**config.mk**
```make
export PLATFORM = sky130hd
export DESIGN_NAME = clkreg_bank
export DESIGN_NICKNAME = d
export VERILOG_FILES = /design/src/rtl/clkreg_pkg.sv /design/src/rtl/clkreg_decode.sv /design/src/rtl/clkreg_store.sv /design/src/rtl/clkreg_lock.sv /design/src/rtl/clkreg_bank.sv
export SDC_FILE = /design/constraint.sdc
export NUM_CORES = 1
export LEC_CHECK = 0
export CAP_MARGIN = 20
export CELL_PAD_IN_SITES_DETAIL_PLACEMENT = 0
export CELL_PAD_IN_SITES_GLOBAL_PLACEMENT = 2
export CORE_AREA = 2 2 255 257
export DETAILED_ROUTE_END_ITERATION = 8
export DIE_AREA = 0 0 257 259
export GPL_TIMING_DRIVEN = 0
export HOLD_SLACK_MARGIN = 0.03
export PLACE_DENSITY_LB_ADDON = 0.1
export SKIP_LAST_GASP = 1
export SYNTH_ARGS = -nofsm -noshare
export SYNTH_HDL_FRONTEND = slang
export SYNTH_SLANG_ARGS = --single-unit
export TNS_END_PERCENT = 100
```
**constraint.sdc**
```tcl
create_clock -name clk -period 6.5 [get_ports clk]
set_input_delay 1.3 -clock clk [delete_from_list [all_inputs] [get_ports clk]]
set_output_delay 1.3 -clock clk [all_outputs]
set_load 0.1 [all_outputs]
```
**src/rtl/clkreg_pkg.sv**
```systemverilog
package clkreg_pkg;
  localparam int unsigned WORD_W  = 32;
  localparam int unsigned KEY_LSB = 24;
  localparam logic [7:0]  ACCESS_KEY = 8'h5A;

  typedef enum logic [1:0] {
    SZ_BYTE = 2'd0,
    SZ_HALF = 2'd1,
    SZ_WORD = 2'd2,
    SZ_RSVD = 2'd3
  } acc_size_e;

  function automatic logic key_matches(input logic [WORD_W-1:0] d);
    return d[WORD_W-1:KEY_LSB] == ACCESS_KEY;
  endfunction

  function automatic logic [WORD_W-1:0] strip_key(input logic [WORD_W-1:0] d);
    logic [WORD_W-1:0] r;
    r = d;
    r[WORD_W-1:KEY_LSB] = '0;
    return r;
  endfunction

  // Power-on contents of word idx; word map: 0 lock, then control words,
  // then analog words, then selector control/divisor pairs.
  function automatic logic [WORD_W-1:0] reset_word(input int idx, input int npll,
                                                   input int nmux, input int anarst_bit,
                                                   input int pwrdn_bit);
    logic [WORD_W-1:0] r;
    r = '0;
    if (idx >= 1 && idx < 1 + npll)
      r[anarst_bit] = 1'b1;
    else if (idx >= 1 + npll && idx < 1 + 2*npll) begin
      r = WORD_W'(32'h20 + (idx - 1 - npll));
      r[pwrdn_bit] = 1'b1;
    end else if (idx >= 1 + 2*npll && idx < 1 + 2*npll + 2*nmux) begin
      if (((idx - 1 - 2*npll) % 2) == 1) r = WORD_W'(32'h1000);
    end
    return r;
  endfunction
endpackage

```
**src/rtl/clkreg_decode.sv**
```systemverilog
module clkreg_decode #(
  parameter int unsigned ADDR_W   = 8,
  parameter int unsigned NUM_REGS = 17,
  localparam int unsigned IDX_W   = $clog2(NUM_REGS)
) (
  input  logic                        bus_valid,
  input  logic                        bus_write,
  input  logic [ADDR_W-1:0]           bus_addr,
  input  logic [1:0]                  bus_size,
  input  logic [clkreg_pkg::WORD_W-1:0] bus_wdata,
  output logic                        wr_en,
  output logic [IDX_W-1:0]            acc_idx,
  output logic [clkreg_pkg::WORD_W-1:0] wr_val,
  output logic                        rd_ok,
  output logic                        acc_legal
);
  import clkreg_pkg::*;

  logic [ADDR_W-3:0] word_addr;
  logic              aligned, in_range;

  assign word_addr = bus_addr[ADDR_W-1:2];
  assign aligned   = (bus_addr[1:0] == 2'b00) && (acc_size_e'(bus_size) == SZ_WORD);
  assign in_range  = 32'(word_addr) < NUM_REGS;
  assign acc_legal = aligned && in_range;
  assign acc_idx   = IDX_W'(word_addr);

  // word 0 is the computed lock summary and never storage
  assign wr_en  = bus_valid && bus_write && acc_legal && (acc_idx != '0)
                  && key_matches(bus_wdata);
  assign wr_val = strip_key(bus_wdata);
  assign rd_ok  = bus_valid && !bus_write && acc_legal;
endmodule

```
**src/rtl/clkreg_store.sv**
```systemverilog
module clkreg_store #(
  parameter int unsigned NUM_PLL    = 4,
  parameter int unsigned NUM_MUX    = 4,
  parameter int unsigned ANARST_BIT = 8,
  parameter int unsigned PWRDN_BIT  = 16,
  localparam int unsigned NUM_REGS  = 1 + 2*NUM_PLL + 2*NUM_MUX,
  localparam int unsigned IDX_W     = $clog2(NUM_REGS),
  localparam int unsigned CM_BASE   = 1,
  localparam int unsigned ANA_BASE  = 1 + NUM_PLL,
  localparam int unsigned MUX_BASE  = 1 + 2*NUM_PLL
) (
  input  logic                                clk,
  input  logic                                rst_n,
  input  logic                                wr_en,
  input  logic [IDX_W-1:0]                    wr_idx,
  input  logic [clkreg_pkg::WORD_W-1:0]       wr_val,
  output logic [NUM_REGS*clkreg_pkg::WORD_W-1:0] words_flat,
  output logic [NUM_REGS-1:0]                 reg_upd,
  output logic [NUM_PLL-1:0]                  pll_upd,
  output logic [NUM_MUX-1:0]                  mux_upd
);
  import clkreg_pkg::*;

  logic [WORD_W-1:0]   regs_q [NUM_REGS];
  logic [NUM_REGS-1:0] upd_q;

  always_ff @(posedge clk or negedge rst_n) begin
    if (!rst_n) begin
      for (int k = 0; k < NUM_REGS; k++)
        regs_q[k] <= reset_word(k, NUM_PLL, NUM_MUX, ANARST_BIT, PWRDN_BIT);
      upd_q <= '0;
    end else begin
      for (int k = 1; k < NUM_REGS; k++)
        if (wr_en && 32'(wr_idx) == k) regs_q[k] <= wr_val;
      upd_q <= wr_en ? (NUM_REGS'(1) << wr_idx) : '0;
    end
  end

  generate
    for (genvar k = 0; k < NUM_REGS; k++) begin : g_flat
      if (k == 0) begin : g_lock_slot
        assign words_flat[WORD_W-1:0] = '0;
      end else begin : g_word
        assign words_flat[k*WORD_W +: WORD_W] = regs_q[k];
      end
    end
    for (genvar p = 0; p < NUM_PLL; p++) begin : g_pll_upd
      assign pll_upd[p] = upd_q[CM_BASE+p] | upd_q[ANA_BASE+p];
    end
    for (genvar m = 0; m < NUM_MUX; m++) begin : g_mux_upd
      assign mux_upd[m] = upd_q[MUX_BASE+2*m] | upd_q[MUX_BASE+2*m+1];
    end
  endgenerate

  assign reg_upd = upd_q;

  AST_STORED_KEY_CLEAR: assert property (@(posedge clk) disable iff (!rst_n)
    wr_en |-> (wr_val[WORD_W-1:KEY_LSB] == '0));
endmodule

```
**src/rtl/clkreg_lock.sv**
```systemverilog
module clkreg_lock #(
  parameter int unsigned NUM_PLL    = 4,
  parameter int unsigned NUM_REGS   = 17,
  parameter int unsigned ANARST_BIT = 8,
  parameter int unsigned PWRDN_BIT  = 16,
  parameter int unsigned LOCK_LSB   = 8,
  localparam int unsigned CM_BASE   = 1,
  localparam int unsigned ANA_BASE  = 1 + NUM_PLL
) (
  input  logic [NUM_REGS*clkreg_pkg::WORD_W-1:0] words_flat,
  output logic [NUM_PLL-1:0]                  locked,
  output logic [clkreg_pkg::WORD_W-1:0]       lock_word
);
  import clkreg_pkg::*;

  function automatic logic pll_ok(input logic [WORD_W-1:0] ctl_w,
                                  input logic [WORD_W-1:0] ana_w);
    return !ana_w[PWRDN_BIT] && !ctl_w[ANARST_BIT];
  endfunction

  generate
    for (genvar p = 0; p < NUM_PLL; p++) begin : g_pll
      assign locked[p] = pll_ok(words_flat[(CM_BASE+p)*WORD_W +: WORD_W],
                                words_flat[(ANA_BASE+p)*WORD_W +: WORD_W]);
    end
  endgenerate

  always_comb begin
    lock_word = '0;
    lock_word[LOCK_LSB +: NUM_PLL] = locked;
  end
endmodule

```
**src/rtl/clkreg_bank.sv**
```systemverilog
module clkreg_bank #(
  parameter int unsigned NUM_PLL    = 4,
  parameter int unsigned NUM_MUX    = 4,
  parameter int unsigned ADDR_W     = 8,
  parameter int unsigned ANARST_BIT = 8,
  parameter int unsigned PWRDN_BIT  = 16,
  parameter int unsigned LOCK_LSB   = 8,
  localparam int unsigned NUM_REGS  = 1 + 2*NUM_PLL + 2*NUM_MUX,
  localparam int unsigned IDX_W     = $clog2(NUM_REGS)
) (
  input  logic                          clk,
  input  logic                          rst_n,
  input  logic                          bus_valid,
  input  logic                          bus_write,
  input  logic [ADDR_W-1:0]             bus_addr,
  input  logic [1:0]                    bus_size,
  input  logic [31:0]                   bus_wdata,
  output logic [31:0]                   bus_rdata,
  output logic [NUM_REGS*32-1:0]        cfg_words,
  output logic [NUM_REGS-1:0]           reg_upd,
  output logic [NUM_PLL-1:0]            pll_upd,
  output logic [NUM_MUX-1:0]            mux_upd,
  output logic [NUM_PLL-1:0]            pll_locked
);
  import clkreg_pkg::*;

  logic              wr_en, rd_ok, acc_legal;
  logic [IDX_W-1:0]  acc_idx;
  logic [WORD_W-1:0] wr_val, lock_word;

  clkreg_decode #(.ADDR_W(ADDR_W), .NUM_REGS(NUM_REGS)) u_decode (
    .bus_valid(bus_valid), .bus_write(bus_write), .bus_addr(bus_addr),
    .bus_size(bus_size), .bus_wdata(bus_wdata), .wr_en(wr_en),
    .acc_idx(acc_idx), .wr_val(wr_val), .rd_ok(rd_ok), .acc_legal(acc_legal));

  clkreg_store #(.NUM_PLL(NUM_PLL), .NUM_MUX(NUM_MUX),
                 .ANARST_BIT(ANARST_BIT), .PWRDN_BIT(PWRDN_BIT)) u_store (
    .clk(clk), .rst_n(rst_n), .wr_en(wr_en), .wr_idx(acc_idx), .wr_val(wr_val),
    .words_flat(cfg_words), .reg_upd(reg_upd), .pll_upd(pll_upd), .mux_upd(mux_upd));

  clkreg_lock #(.NUM_PLL(NUM_PLL), .NUM_REGS(NUM_REGS), .ANARST_BIT(ANARST_BIT),
                .PWRDN_BIT(PWRDN_BIT), .LOCK_LSB(LOCK_LSB)) u_lock (
    .words_flat(cfg_words), .locked(pll_locked), .lock_word(lock_word));

  always_comb begin
    bus_rdata = '0;
    if (rd_ok) bus_rdata = (acc_idx == '0) ? lock_word : cfg_words[acc_idx*WORD_W +: WORD_W];
  end

  // named events for the checks below
  logic bad_key_wr, illegal_wr;
  assign bad_key_wr = bus_valid && bus_write && !key_matches(bus_wdata);
  assign illegal_wr = bus_valid && bus_write && !acc_legal;

  AST_BAD_KEY_NO_STROBE: assert property (@(posedge clk) disable iff (!rst_n)
    bad_key_wr |=> (reg_upd == '0));
  AST_ILLEGAL_NO_STROBE: assert property (@(posedge clk) disable iff (!rst_n)
    illegal_wr |=> (reg_upd == '0));
  AST_REG_STROBE_SINGLE: assert property (@(posedge clk) disable iff (!rst_n)
    $onehot0(reg_upd));
  AST_MUX_STROBE_SINGLE: assert property (@(posedge clk) disable iff (!rst_n)
    $onehot0(mux_upd));
  AST_PLL_STROBE_SINGLE: assert property (@(posedge clk) disable iff (!rst_n)
    $onehot0(pll_upd));

  generate
    for (genvar p = 0; p < NUM_PLL; p++) begin : g_lock_chk
      AST_LOCK_ONLY_ON_WRITE: assert property (@(posedge clk) disable iff (!rst_n)
        $rose(pll_locked[p]) |-> pll_upd[p]);
    end
  endgenerate
endmodule

```
==> impl_metrics.csv <==
group,metric,value,unit
run_status,outcome,"finished clean",
logic_synthesis,ys_seq_area_share,51.3,%
sta,skew,0,ns
critical_path,rrSetupSlack,5.62,ns
cts,clk_root_buffer_cell,"clkbuf_16",
detailed_routing,wl,84300,µm
pwr,p_leak,13.1,nW
die,row_count,93,
cts,clkLatencyLatePin,0.57,ns
finish,antenna_cells,0,
place,post-dp-hpwl,62200,µm
finish,area_growth,42.9,%
critical_path,endpoint,"bus_rdata[2]",
pwr,p_sw_share,29.1,%
die,core,63900,µm²
cts,cts_hold_buffers,0,
pwr,power,6.04,mW
detailed_routing,drc,0,
pwr,power_density,215,nW/µm²
critical_path,r2r-end,"u_store.words_flat[272]",
cts,cts_tree,"yes",
finish,drive_gt1_share,36.9,%
pwr,ir_drop,171,µV
sta,rsz0062_at_grt,"no",
detailed_routing,via_per_inst,4.73,
sta,max_slew.worst_pin.slew,1.16,ns
finish,final_area,28000,µm²
die,die_h,259,µm
global_route,grt_pass1_wl,117000,µm
cts,clk_path_buf_depth,3,
sta,max-slew-margin-rel,22.4,%
critical_path,crit_slowest_cell,"dlygate4sd2_1",
sta,finalCritPeriodShare,98.1,%
sta,finalCriticalPeriod,6.37,ns
die,die_w,257,µm
logic_synthesis,yosysWarnings,0,
critical_path,worstPathArrival,5.07,ns
hold_path,holdCritPathClass,"flip-flop to flip-flop",
critical_path,r2r-start,"u_store.words_flat[272]",
global_route,grt_util_all_layers,24.7,%
detailed_routing,drt_pass1_iterations,5,
logic_synthesis,yosysUniqueCellTypes,47,
cts,clkSinkCount,401,
finish,layout_common_cells,"455 x clkdlybuf4s50_1, 404 x mux2_2, 381 x dfrtp_1",
pwr,p_int,4.28,mW
pwr,p_clk_share,45.6,%
critical_path,path_class,"input port to output pin",
critical_path,cp_max_fo,10,
logic_synthesis,synthCells,1445,
logic_synthesis,synth_area,19600,µm²
pwr,p_comb_share,13.0,%
critical_path,worstSetupStartpoint,"bus_addr[3]",
sta,finalHoldViolations,0,
critical_path,crit_chain,"clkbuf_1, clkbuf_1, buf_1, buf_1, mux4_2, nand2_1, a31oi_1, dlygate4sd2_1",
logic_synthesis,async_flop_share,100,%
cts,clkTransAtPathRegs,0.06,ns
detailed_routing,drtIter0Drc,799,
global_route,first_global_vias,14800,
critical_path,ff2ff_path_depth,1,
global_route,grt_remaining_overflow,0,
logic_synthesis,synth_edf_count,0,
logic_synthesis,synth_flop_cell,"dfrtp_1",
die,initial_utilization,30.7,%
sta,setup_viol,0,
place,gp_congestion,0.789,
detailed_routing,vias,14400,
critical_path,required,5.20,ns
cts,ctsHtreeMaxLevel,2,
detailed_routing,post_drt_wl_per_cell,27.6,µm
sta,timing.hold.ws,0.530,ns
pwr,seqPwrFrac,41.4,%
finish,layout.nets,2201,
flow_run,cap_violations,0,
detailed_routing,ant_nets,0,
die,die-area,66600,µm²
global_route,grt_max_degree,113,
die,io_pins,651,
cts,cts_buffers,49,
finish,final_common_cell,"clkdlybuf4s50_1",
logic_synthesis,ys_ff_latch,401,
critical_path,critPathLaunchType,"input port",
critical_path,critPathMaxStageDelay,0.90,ns
sta,maxSlewViolCount,0,
critical_path,end_kind,"output pin",
place,postPlaceCellArea,26400,µm²
place,portBuffers,480,
global_route,antenna_found_initial,3,
sta,timing.fmax,157,MHz
logic_synthesis,avgSynthCellArea,13.6,µm²
pwr,p_switching,1.76,mW
-- cells by family after synthesis --
kind of cell / Yosys count / share of synthesized area, %
other cells: 1 / 0.0191
flops: 401 / 51.3
mux: 505 / 31.6
simple gates: 146 / 4.05
buf+inv: 291 / 9.10
compound gates: 101 / 3.94
-- power by group through the flow --
| stage | Combinational, mW | Clock [mW] | Sequential, mW |
|---|---|---|---|
| CTS | 0.787 | 2.81 | 2.50 |
| global route | 0.821 | 2.92 | 2.50 |
| floorplan | 0.597 | 0 | 2.55 |
| finish | 0.788 | 2.75 | 2.50 |
| detailed placement | 0.786 | 0 | 2.54 |
| global placement | 0.773 | 0 | 2.55 |
-- how the worst min path moves through the flow --
| stage | startpoint | end | cells past startpoint |
|---|---|---|---|
| 2_1_floorplan | u_store.words_flat[192] | u_store.words_flat[192] | 1 |
| 3_3_place_gp | u_store.words_flat[98] | u_store.words_flat[98] | 1 |
| 3_5_place_dp | u_store.words_flat[267] | u_store.words_flat[267] | 1 |
| 4_1_cts | u_store.words_flat[66] | u_store.words_flat[66] | 1 |
| 5_1_grt | u_store.words_flat[66] | u_store.words_flat[66] | 1 |
| 6_report | u_store.words_flat[461] | u_store.words_flat[461] | 1 |
-- synthesized netlist by cell type, types with 2 or more instances --
library cell / number / area, µm²
dfrtp_1: 381 / 9530
a31oi_1: 21 / 131
or4_1: 2 / 15.0
inv_1: 9 / 33.8
a2111oi_0: 4 / 35.0
nor2_1: 44 / 165
and3_1: 2 / 12.5
buf_1: 12 / 45.0
nand2_1: 26 / 97.6
nor3_2: 2 / 20.0
a221o_1: 20 / 200
nor4_2: 3 / 37.5
buf_2: 19 / 95.1
buf_6: 3 / 33.8
nand2b_1: 5 / 31.3
a211oi_1: 24 / 180
a21oi_1: 7 / 35.0
nand3_1: 5 / 25.0
nor3_1: 13 / 65.1
dfstp_2: 20 / 526
or2_2: 14 / 87.6
a221oi_1: 3 / 26.3
o211ai_1: 20 / 150
or3_1: 2 / 12.5
mux2i_1: 49 / 490
nor4_1: 5 / 31.3
nor2b_1: 3 / 18.8
clkbuf_1: 76 / 285
nand4_1: 7 / 43.8
buf_4: 172 / 1290
mux4_2: 51 / 1150
mux2_2: 404 / 4550
and2_1: 3 / 18.8
-- worst max-delay path: cells and delay by family --
family | cells | cell delay [ns]
AOI/OAI and AO/OA | 1 | 0.18
buffers and inverters | 5 | 3.16
muxes | 1 | 0.34
and+or+nand+nor | 1 | 0.06
-- stage by stage --
stage / utilization (%) / cells / TNS (ns) / worst slack (ns)
floorplan: - / 1613 / 0 / 0.588
global placement: 40.9 / 2948 / -5673.53 / -14.43
detailed placement: 41.3 / 2959 / -12.86 / -0.877
finish: 43.9 / 3051 / 0 / 0.125
global route: 43.9 / 3051 / 0 / 0.00367
CTS: 43.9 / 3051 / -0.202 / -0.202
-- metal layers --
layer | track usage, % | routed length [µm] | vias to the layer above
li1 | - | - | 6350
met1 | 31.3 | 35000 | 7507
met2 | 42.5 | 42000 | 486
met3 | 6.27 | 5570 | 81
met4 | 5.64 | 1670 | 4
met5 | 0 | 24 | -
-- state kept, by name (all words and copies together) (netlist names) --
| name | count |
|---|---|
| u_store.reg_upd | 17 |
| u_store.words_flat | 384 |
-- what timing repair did --
| action | 4_1_cts | 5_1_grt |
|---|---|---|
| resized for setup | 79 | 11 |
| setup endpoints to repair | 23 | 17 |
| setup buffers | 0 | 0 |
-- area by class of cell --
cell class	count	area, µm²
fillers	6041	35900
flip-flops and latches	401	10100
multi-input cells	921	8430
repair buffers	491	5050
plain buffers	282	1780
clock buffers	72	1430
well taps	855	1070
clock inverters	20	186
inverters	9	33.8
Power figures use the tool's default switching activity.
